File: config.mk
export PLATFORM = sky130hd
export DESIGN_NAME = serial_rx_dma
export DESIGN_NICKNAME = d
export VERILOG_FILES = /design/src/rtl/srxdma_pkg.sv /design/src/rtl/srxdma_regs.sv /design/src/rtl/srxdma_fsm.sv /design/src/rtl/serial_rx_dma.sv
export SDC_FILE = /design/constraint.sdc
export NUM_CORES = 1
export LEC_CHECK = 0
export ABC_AREA = 0
export BUFFER_PORTS_ARGS = -buffer_cell sky130_fd_sc_hd__buf_2
export CORE_ASPECT_RATIO = 1.5
export CORE_MARGIN = 2
export CORE_UTILIZATION = 55
export DETAILED_ROUTE_END_ITERATION = 8
export PLACE_DENSITY = 0.81
export SLEW_MARGIN = 20
export SYNTH_ARGS = -nofsm -noshare
export SYNTH_HDL_FRONTEND = slang
export SYNTH_HIERARCHICAL = 1
export SYNTH_SLANG_ARGS = --single-unit
export TNS_END_PERCENT = 1
File: constraint.sdc
create_clock -name clk -period 3.9 [get_ports clk]
set_clock_uncertainty 0.15 [all_clocks]
set_input_delay 0.39 -clock clk [delete_from_list [all_inputs] [get_ports clk]]
set_output_delay 0.39 -clock clk [all_outputs]
set_load 0.1 [all_outputs]
File: src/rtl/srxdma_pkg.sv
package srxdma_pkg;
    typedef enum logic {
        ST_IDLE  = 1'b0,
        ST_WRITE = 1'b1
    } dma_state_e;

    localparam logic [2:0] SEL_CUR_ADDR = 3'd0;
    localparam logic [2:0] SEL_CUR_CNT  = 3'd1;
    localparam logic [2:0] SEL_NXT_ADDR = 3'd2;
    localparam logic [2:0] SEL_NXT_CNT  = 3'd3;
    localparam logic [2:0] SEL_CTRL     = 3'd4;
endpackage

File: src/rtl/srxdma_regs.sv
module srxdma_regs
    import srxdma_pkg::*;
#(
    parameter int ADDR_W = 16,
    parameter int CNT_W  = 8
) (
    input  logic              clk,
    input  logic              rst_n,
    input  logic              reg_wr,
    input  logic [2:0]        reg_sel,
    input  logic [31:0]       reg_wdata,
    output logic [31:0]       reg_rdata,
    input  logic              adv,
    input  logic              reload,
    input  logic              drop_set,
    output logic [ADDR_W-1:0] cur_addr,
    output logic [CNT_W-1:0]  cur_cnt,
    output logic [ADDR_W-1:0] nxt_addr,
    output logic [CNT_W-1:0]  nxt_cnt,
    output logic              enable,
    output logic              overrun,
    output logic              cur_wr
);
    logic wr_ca, wr_cc, wr_na, wr_nc, wr_ctl;
    logic unused_wdata;

    assign wr_ca  = reg_wr && (reg_sel == SEL_CUR_ADDR);
    assign wr_cc  = reg_wr && (reg_sel == SEL_CUR_CNT);
    assign wr_na  = reg_wr && (reg_sel == SEL_NXT_ADDR);
    assign wr_nc  = reg_wr && (reg_sel == SEL_NXT_CNT);
    assign wr_ctl = reg_wr && (reg_sel == SEL_CTRL);
    assign cur_wr = wr_ca || wr_cc;
    assign unused_wdata = ^reg_wdata;

    always_ff @(posedge clk or negedge rst_n) begin
        if (!rst_n) begin
            cur_addr <= '0;
            cur_cnt  <= '0;
            nxt_addr <= '0;
            nxt_cnt  <= '0;
            enable   <= 1'b0;
            overrun  <= 1'b0;
        end else begin
            if (wr_ca)       cur_addr <= reg_wdata[ADDR_W-1:0];
            else if (reload) cur_addr <= nxt_addr;
            else if (adv)    cur_addr <= cur_addr + 1'b1;

            if (wr_cc)       cur_cnt <= reg_wdata[CNT_W-1:0];
            else if (reload) cur_cnt <= nxt_cnt;
            else if (adv)    cur_cnt <= cur_cnt - 1'b1;

            if (wr_na) nxt_addr <= reg_wdata[ADDR_W-1:0];
            if (wr_nc) nxt_cnt  <= reg_wdata[CNT_W-1:0];
            if (wr_ctl) enable  <= reg_wdata[0];

            if (drop_set)                    overrun <= 1'b1;
            else if (wr_ctl && reg_wdata[1]) overrun <= 1'b0;
        end
    end

    always_comb begin
        case (reg_sel)
            SEL_CUR_ADDR: reg_rdata = 32'(cur_addr);
            SEL_CUR_CNT:  reg_rdata = 32'(cur_cnt);
            SEL_NXT_ADDR: reg_rdata = 32'(nxt_addr);
            SEL_NXT_CNT:  reg_rdata = 32'(nxt_cnt);
            SEL_CTRL:     reg_rdata = {30'd0, overrun, enable};
            default:      reg_rdata = 32'd0;
        endcase
    end
endmodule

File: src/rtl/srxdma_fsm.sv
module srxdma_fsm
    import srxdma_pkg::*;
#(
    parameter int ADDR_W = 16,
    parameter int CNT_W  = 8
) (
    input  logic              clk,
    input  logic              rst_n,
    input  logic              enable,
    input  logic              rx_valid,
    input  logic [7:0]        rx_data,
    input  logic [ADDR_W-1:0] cur_addr,
    input  logic [CNT_W-1:0]  cur_cnt,
    input  logic [ADDR_W-1:0] nxt_addr,
    input  logic [CNT_W-1:0]  nxt_cnt,
    input  logic              cur_wr,
    input  logic              mem_ready,
    output logic              mem_valid,
    output logic [ADDR_W-1:0] mem_addr,
    output logic [7:0]        mem_data,
    output logic              adv,
    output logic              reload,
    output logic              drop_set,
    output logic              irq
);
    localparam logic [CNT_W-1:0] CNT_ONE = CNT_W'(1);

    dma_state_e        state, state_nx;
    logic [ADDR_W-1:0] addr_q;
    logic [7:0]        data_q;
    logic              hold_q;
    logic              cur_empty, nxt_empty;
    logic              start, idle_rl, accept, keep, end_rl;

    assign cur_empty = (cur_cnt == '0);
    assign nxt_empty = (nxt_cnt == '0);
    assign start   = (state == ST_IDLE) && enable && rx_valid && !(cur_empty && nxt_empty);
    assign idle_rl = start && cur_empty && !cur_wr;
    assign accept  = (state == ST_WRITE) && mem_ready;
    assign keep    = hold_q || cur_wr;
    assign end_rl  = accept && !keep && (cur_cnt == CNT_ONE);

    always_comb begin
        state_nx = state;
        unique case (state)
            ST_IDLE:  if (start)  state_nx = ST_WRITE;
            ST_WRITE: if (accept) state_nx = ST_IDLE;
        endcase
    end

    always_ff @(posedge clk or negedge rst_n) begin
        if (!rst_n) state <= ST_IDLE;
        else        state <= state_nx;
    end

    always_comb begin
        mem_valid = (state == ST_WRITE);
        mem_addr  = addr_q;
        mem_data  = data_q;
        reload    = idle_rl || end_rl;
        adv       = accept && !keep && !end_rl;
        irq       = reload;
        drop_set  = enable && rx_valid &&
                    ((state == ST_WRITE) || (cur_empty && nxt_empty));
    end

    always_ff @(posedge clk or negedge rst_n) begin
        if (!rst_n) begin
            addr_q <= '0;
            data_q <= '0;
            hold_q <= 1'b0;
        end else begin
            if (start) begin
                addr_q <= idle_rl ? nxt_addr : cur_addr;
                data_q <= rx_data;
                hold_q <= cur_wr;
            end else if (accept) begin
                hold_q <= 1'b0;
            end else if (state == ST_WRITE && cur_wr) begin
                hold_q <= 1'b1;
            end
        end
    end
endmodule

File: src/rtl/serial_rx_dma.sv
module serial_rx_dma #(
    parameter int ADDR_W = 16,
    parameter int CNT_W  = 8
) (
    input  logic              clk,
    input  logic              rst_n,
    input  logic              rx_valid,
    input  logic [7:0]        rx_data,
    input  logic              reg_wr,
    input  logic [2:0]        reg_sel,
    input  logic [31:0]       reg_wdata,
    output logic [31:0]       reg_rdata,
    output logic              mem_valid,
    input  logic              mem_ready,
    output logic [ADDR_W-1:0] mem_addr,
    output logic [7:0]        mem_data,
    output logic              irq
);
    logic [ADDR_W-1:0] cur_addr, nxt_addr;
    logic [CNT_W-1:0]  cur_cnt, nxt_cnt;
    logic              enable, overrun, cur_wr;
    logic              adv, reload, drop_set;

    srxdma_regs #(.ADDR_W(ADDR_W), .CNT_W(CNT_W)) u_regs (
        .clk(clk), .rst_n(rst_n),
        .reg_wr(reg_wr), .reg_sel(reg_sel), .reg_wdata(reg_wdata), .reg_rdata(reg_rdata),
        .adv(adv), .reload(reload), .drop_set(drop_set),
        .cur_addr(cur_addr), .cur_cnt(cur_cnt), .nxt_addr(nxt_addr), .nxt_cnt(nxt_cnt),
        .enable(enable), .overrun(overrun), .cur_wr(cur_wr)
    );

    srxdma_fsm #(.ADDR_W(ADDR_W), .CNT_W(CNT_W)) u_fsm (
        .clk(clk), .rst_n(rst_n), .enable(enable),
        .rx_valid(rx_valid), .rx_data(rx_data),
        .cur_addr(cur_addr), .cur_cnt(cur_cnt), .nxt_addr(nxt_addr), .nxt_cnt(nxt_cnt),
        .cur_wr(cur_wr), .mem_ready(mem_ready),
        .mem_valid(mem_valid), .mem_addr(mem_addr), .mem_data(mem_data),
        .adv(adv), .reload(reload), .drop_set(drop_set), .irq(irq)
    );
endmodule

Word-level counts from Yosys, hierarchy flattened
Cells that the tools add are included. Widths: inputs -> output; s select.

Add/sub/neg operators: 2. Multiplexer cells: 16. Reductions and logical operators: 34. Bitwise operators: 1. Equality and inequality tests: 5.

Operator list (number): $pmux 16 s5 (1); $mux 16 (4); $mux 8 (3); $logic_and 1x1->1 (19); $add 16x1->16 const B (1); $logic_not 8->1 (2); $reduce_bool 3->1 (3); $eq 8x1->1 const B (1); $sub 8x1->8 const B (1); $mux 1 (7); $eq 3x2->1 const B (2); $logic_not 1->1 (4); $logic_or 1x1->1 (4); $eq 3x1->1 const B (1); $eq 3x3->1 const B (1); $logic_not 3->1 (1); $pmux 1 s2 (1); $reduce_bool 2->1 (1); $not 1->1 (1).

Output and inout bits: 58. Word-level logic and storage cells: 68. Flip-flop bits (word level): 76. Bits of input ports: 48.

Depth between registers and ports, before layout
Word-level depth: 12. Mapped depth: 14.

By module
The synthesis kept the hierarchy.

By module, submodules not included: srxdma_regs (times used 1, cells an instance 319, area an instance 3290.7 um^2); srxdma_fsm (times used 1, cells an instance 93, area an instance 1303.8 um^2).

Worst setup path after synthesis
OpenSTA, ideal clock, no wires.

Kind: register to register. Start point: reg u_fsm.state (netlist: u_fsm/mem_valid). End point: reg u_regs.cur_addr[2]. Stages on the path, launching flop included: 9. Period minus slack after synthesis: 4753 ps. Arrival time: 4475 ps. Path slack: -853 ps. Path buffers: 3. Path through: dfrtp_1 inv_1 or4b_2 o22ai_1 buf_4 buf_2 buf_1 mux2i_1 o21ai_0.

Longest elaborated chain between the ends: 9. Elaborated cells on any way between the ends: 15. Those cells by class: mux: 2; bitwise: 1; reduce/logical: 12.

RTL lines: start: declaration (line srxdma_fsm.sv:28) `dma_state_e state, state_nx;`; start signal: assignment (line srxdma_fsm.sv:53) `else state <= state_nx;`; $not 1->1 (line srxdma_fsm.sv:37) `assign start = (state == ST_IDLE) && enable && rx_valid && !(cur_empty && nxt_empty);`; $logic_and 1x1->1 (3 in a row) (line srxdma_fsm.sv:37); $logic_and 1x1->1 (2 in a row) (line srxdma_fsm.sv:38) `assign idle_rl = start && cur_empty && !cur_wr;`; $logic_or 1x1->1 * (line srxdma_fsm.sv:60) `reload = idle_rl || end_rl;`; via irq (line serial_rx_dma.sv:17) `output logic irq`; $mux 16 (line srxdma_regs.sv:45) `else if (reload) cur_addr <= nxt_addr;`; $mux 16 (line srxdma_regs.sv:44) `if (wr_ca) cur_addr <= reg_wdata[ADDR_W-1:0];`; end signal: assignment (line srxdma_regs.sv:44); end signal: assignment (line srxdma_regs.sv:45); end signal: assignment (line srxdma_regs.sv:46) `else if (adv) cur_addr <= cur_addr + 1'b1;`; end: declaration (line srxdma_regs.sv:16) `output logic [ADDR_W-1:0] cur_addr,`.

The timed path passes the listed nets; every way through them passes the cells marked *. A chain may end at the register's enable or synchronous reset.

Worst setup path after layout
Start point: in reg_sel[2]. End point: reg u_regs.cur_addr[9].

Longest elaborated chain between the ends: 10. Elaborated cells on any way between the ends: 17. Those cells by class: eq/ne: 1; mux: 2; reduce/logical: 14.

RTL lines: start: declaration (line serial_rx_dma.sv:10) `input logic [2:0] reg_sel,`; $eq 3x1->1 / $logic_not 3->1 (equally long branches) (line srxdma_regs.sv:28, srxdma_regs.sv:27); $logic_and 1x1->1, on equally long branches (line srxdma_regs.sv:28, srxdma_regs.sv:27); $logic_or 1x1->1 * (line srxdma_regs.sv:32) `assign cur_wr = wr_ca || wr_cc;`; via cur_wr (line serial_rx_dma.sv:21) `logic enable, overrun, cur_wr;`; $logic_or 1x1->1 * (line srxdma_fsm.sv:40) `assign keep = hold_q || cur_wr;`; $logic_not 1->1 * (line srxdma_fsm.sv:41, srxdma_fsm.sv:61); $logic_and 1x1->1 * (line srxdma_fsm.sv:41, srxdma_fsm.sv:61); $logic_and 1x1->1 (line srxdma_fsm.sv:41) `assign end_rl = accept && !keep && (cur_cnt == CNT_ONE);`; $logic_not 1->1 (line srxdma_fsm.sv:61) `adv = accept && !keep && !end_rl;`; $logic_and 1x1->1 * (line srxdma_fsm.sv:61); via adv (line serial_rx_dma.sv:22) `logic adv, reload, drop_set;`; $reduce_bool 3->1 (no line) *.

Marked as above.

==> summary.md <==
| Metric | Value |
|---|---|
| Outcome | `finished clean` |
| Pre-CTS setup slack | `0.6339 ns` |
| DR WL/cell | `18.92 microns` |
| Total power | `0.004515 W` |
| Layout cells sized above 1 | `0.3533` |
| WP data required | `3.92 ns` |
| Post-synth top area share | `0.4139` |
| Antenna-violating nets left | `0` |
| Synth Flop Type | `dfrtp_1` |
| Commonest non-fill, non-tap cell in the layout | `dfrtp_1` |
| GP Congestion | `0.8314` |
| R2r worst-path depth | `7` |
| CTS buffer count | `9` |
| Max Cap Viol | `0` |
| Psw | `0.002327 W` |
| Post-CTS sizing | `0` |
| Worst slew pin tran | `1.132 ns` |
| Comb pwr share | `0.493` |
| Switching Share | `0.5154` |
| Initial drt markers | `302` |
| Hold WC Path Type | `in -> async` |
| Max-slew headroom | `0.2424` |
| Ys Warns | `6` |
| Worst-Skew Late Latency | `0.33 ns` |
| Clock Sinks | `76` |
| Setup TNS | `0 ns` |
| Final wirelength | `11150 microns` |
| LEAKAGE | `2.248 nW` |
| Register area share after synthesis | `0.4139` |
| Sequential power share | `0.321` |
| Syn Area/Cell | `11.15 sq um` |
| Pins Over Slew Limit | `0` |
| Synthesized area | `4594 sq um` |
| Via density | `5.942` |
| Slowest CP cell | `or4b_2` |
| Post-synthesis simple-gate area fraction | `0.1729` |
| # fillers | `596` |
| Register bit count reported by yosys | `76` |
| CP max stage delay | `0.72 ns` |
| Largest family of logic cells by synthesized area | `multiplexers` |
| Clock transition at path regs | `0.06 ns` |
| RSZ-0062 raised after global routing | `no` |
| Xor and xnor area share after synthesis | `0.03622` |
| # setup viols final | `0` |
| Pre-Repair DR Iteration Count | `5` |
| Initial antenna violation count | `0` |
| Starting Density | `0.5702` |
| EDFF count, synth | `0` |
| DRC | `0` |
| Global-route wire length before repair | `17660 microns` |
| Clk pwr share | `0.186` |
| # nets final | `529` |
| Synth Area in Compound Gates | `0.07898` |
| Die ar. | `9116 sq um` |
| Synth area leaders | `dfrtp_1, mux2_2, mux2_1` |
| Hpwl dp | `7569 microns` |
| Pwr dens | `855.7 nW/um^2` |
| Crit Path Category | `in -> reg` |
| Cells after Synth | `412` |
| Post-Synth Adder-Cell Area | `0.005447` |
| # diodes | `0` |
| CP Max Fanout | `21` |
| Htree depth | `3` |
| CTS tree | `yes` |
| Die Ht | `115.9 microns` |
| PortBufs | `73` |
| Worst VDD drop | `0.7122 mV` |
| Worst R2R Setup Slack | `0.92 ns` |
| Cell Rows | `40` |
| CTS Buffer Depth | `2` |
| Chip Width | `78.63 microns` |
| Boundary pin count | `106` |
| Asr flop ratio synth | `1.000` |
| Hold Fails Final Rpt | `0` |
| Root Buffer | `clkbuf_16` |
| Worst path cell trace | `buf_2 -> nor3b_1 -> or4b_2 -> a21oi_1 -> buf_4 -> nand4_1 -> o31a_1 -> o31ai_1 -> o21ai_0` |
| Overflow left after global routing | `0` |
| Worst R2R Start | `u_regs/cur_cnt[0]` |
| Int Power | `0.002188 W` |
| Core area | `8058 sq um` |
| Peak Freq | `334.6 MHz` |
| Area delta synth->final | `14.84%` |
| Tcrit/Tclk final | `0.7663` |
| Worst flop-to-flop path endpoint | `u_regs/cur_addr[12]` |
| Post-synthesis mux area share | `0.2279` |
| Period minus WS final | `2.988 ns` |
| Cell taking the most area after synthesis | `dfrtp_1` |
| Post-CTS Hold Fix Bufs | `0` |
| Most frequent cells in the layout | `dfrtp_1, buf_2, mux2_2` |
| Post-CTS Setup Bufs | `0` |
| Setup crit end kind | `flop` |
| Setup ws final | `0.9116 ns` |
| Vias | `3500` |
| Arrival time of the worst setup path | `3.01 ns` |
| Total track usage | `0.2528` |
| Yosys cell types | `59` |
| Largest net degree at the start of global routing | `77` |
| Vias in the first global route | `3611` |
| Crit start category | `primary input` |
critical path, delay by kind of cell:
kind | cells | cell delay (ns)
and+or+nand+nor | 3 | 1.18
buffers and inverters | 2 | 0.57
AOI/OAI and AO/OA | 4 | 0.85
synthesized netlist by cell type, types with 3 or more instances:
| master | count |
|---|---|
| nor2b_1 | 8 |
| dfrtp_1 | 76 |
| nor3b_1 | 7 |
| nand2b_1 | 3 |
| buf_2 | 11 |
| nand3_1 | 3 |
| nor3_1 | 4 |
| mux2_2 | 48 |
| mux4_2 | 6 |
| xnor2_1 | 13 |
| nor4_2 | 3 |
| nor4_1 | 4 |
| o221ai_1 | 5 |
| buf_6 | 5 |
| buf_4 | 18 |
| nand3b_1 | 6 |
| o22ai_1 | 3 |
| mux2_1 | 17 |
| nand4_1 | 5 |
| inv_1 | 7 |
| xor2_1 | 6 |
| a21oi_1 | 21 |
| nor2_1 | 25 |
| o21ai_0 | 17 |
| mux2i_1 | 18 |
| nand2_1 | 27 |
| or4_4 | 3 |
kinds of logic (layout without fill, tap and decap cells):
group / Yosys count / in the layout
buffers and inverters: 46 / 103
and+or+nand+nor: 120 / 120
AOI/OAI and AO/OA: 59 / 59
xor gates and xnor gates: 19 / 19
other: 1 / 16
adders and majority gates: 2 / 2
DFF: 76 / 76
muxes: 89 / 89
sequential cells by signal (all words and copies together), names as in the netlist:
name,flops
u_fsm/hold_q,1
u_regs/enable,1
u_regs/cur_addr,16
u_fsm/mem_data,8
u_regs/overrun,1
u_regs/cur_cnt,8
u_fsm/mem_valid,1
u_regs/nxt_cnt,8
u_fsm/mem_addr,16
u_regs/nxt_addr,16
per-stage QoR:
| step | hold slack (ns) | instances | util | area, sq um |
|---|---|---|---|---|
| after global placement | 0.3178 | 573 | 0.6172 | 4974 |
| after floorplan | -0.05559 | 427 | - | 4664 |
| after global routing | 0.1085 | 589 | 0.6548 | 5276 |
| after detailed placement | 0.3254 | 573 | 0.6172 | 4974 |
| after CTS | 0.09063 | 589 | 0.6548 | 5276 |
| final | 0.05497 | 589 | 0.6548 | 5276 |
power by group through the flow:
| stage | Combinational, W | Sequential (W) | Clock (W) |
|---|---|---|---|
| after floorplan | 0.000992 | 0.00226 | 0 |
| after global placement | 0.00218 | 0.00143 | 0 |
| after detailed placement | 0.00221 | 0.00145 | 0 |
| after CTS | 0.00222 | 0.00144 | 0.000851 |
| after global routing | 0.00232 | 0.00149 | 0.000888 |
| final | 0.00223 | 0.00145 | 0.000838 |
layer usage:
layer | vias up | global-route usage | share of wire
met1 | 1739 | 0.2828 | 0.38
met3 | 11 | 0.05218 | 0.052
met4 | 0 | 0.1135 | 0.010
met5 | - | 0 | 0
li1 | 1601 | - | -
met2 | 149 | 0.4598 | 0.55
final cells by class:
class / instances / area [sq um] / share of cell area
multi-input cells: 305 / 2479 / 0.4698
flip-flops and latches: 76 / 1902 / 0.3604
repair buffers: 80 / 435.4 / 0.08252
clock buffers: 11 / 242.7 / 0.04600
well taps: 105 / 131.4 / 0.02490
clock inverters: 5 / 60.06 / 0.01138
inverters: 7 / 26.28 / 0.004980
worst max path at each step:
stage                         start                 end  slack (ns)
floorplan           u_fsm/mem_valid  u_regs/cur_addr[2]        0.15
global placement         reg_sel[2]  u_regs/cur_addr[9]        0.69
detailed placement       reg_sel[2]  u_regs/cur_addr[9]        0.63
CTS                      reg_sel[2]  u_regs/cur_addr[9]        0.94
global route             reg_sel[2]  u_regs/cur_addr[9]        0.74
finish                   reg_sel[2]  u_regs/cur_addr[9]        0.91
Note: power is estimated with default switching activity, not from simulation.
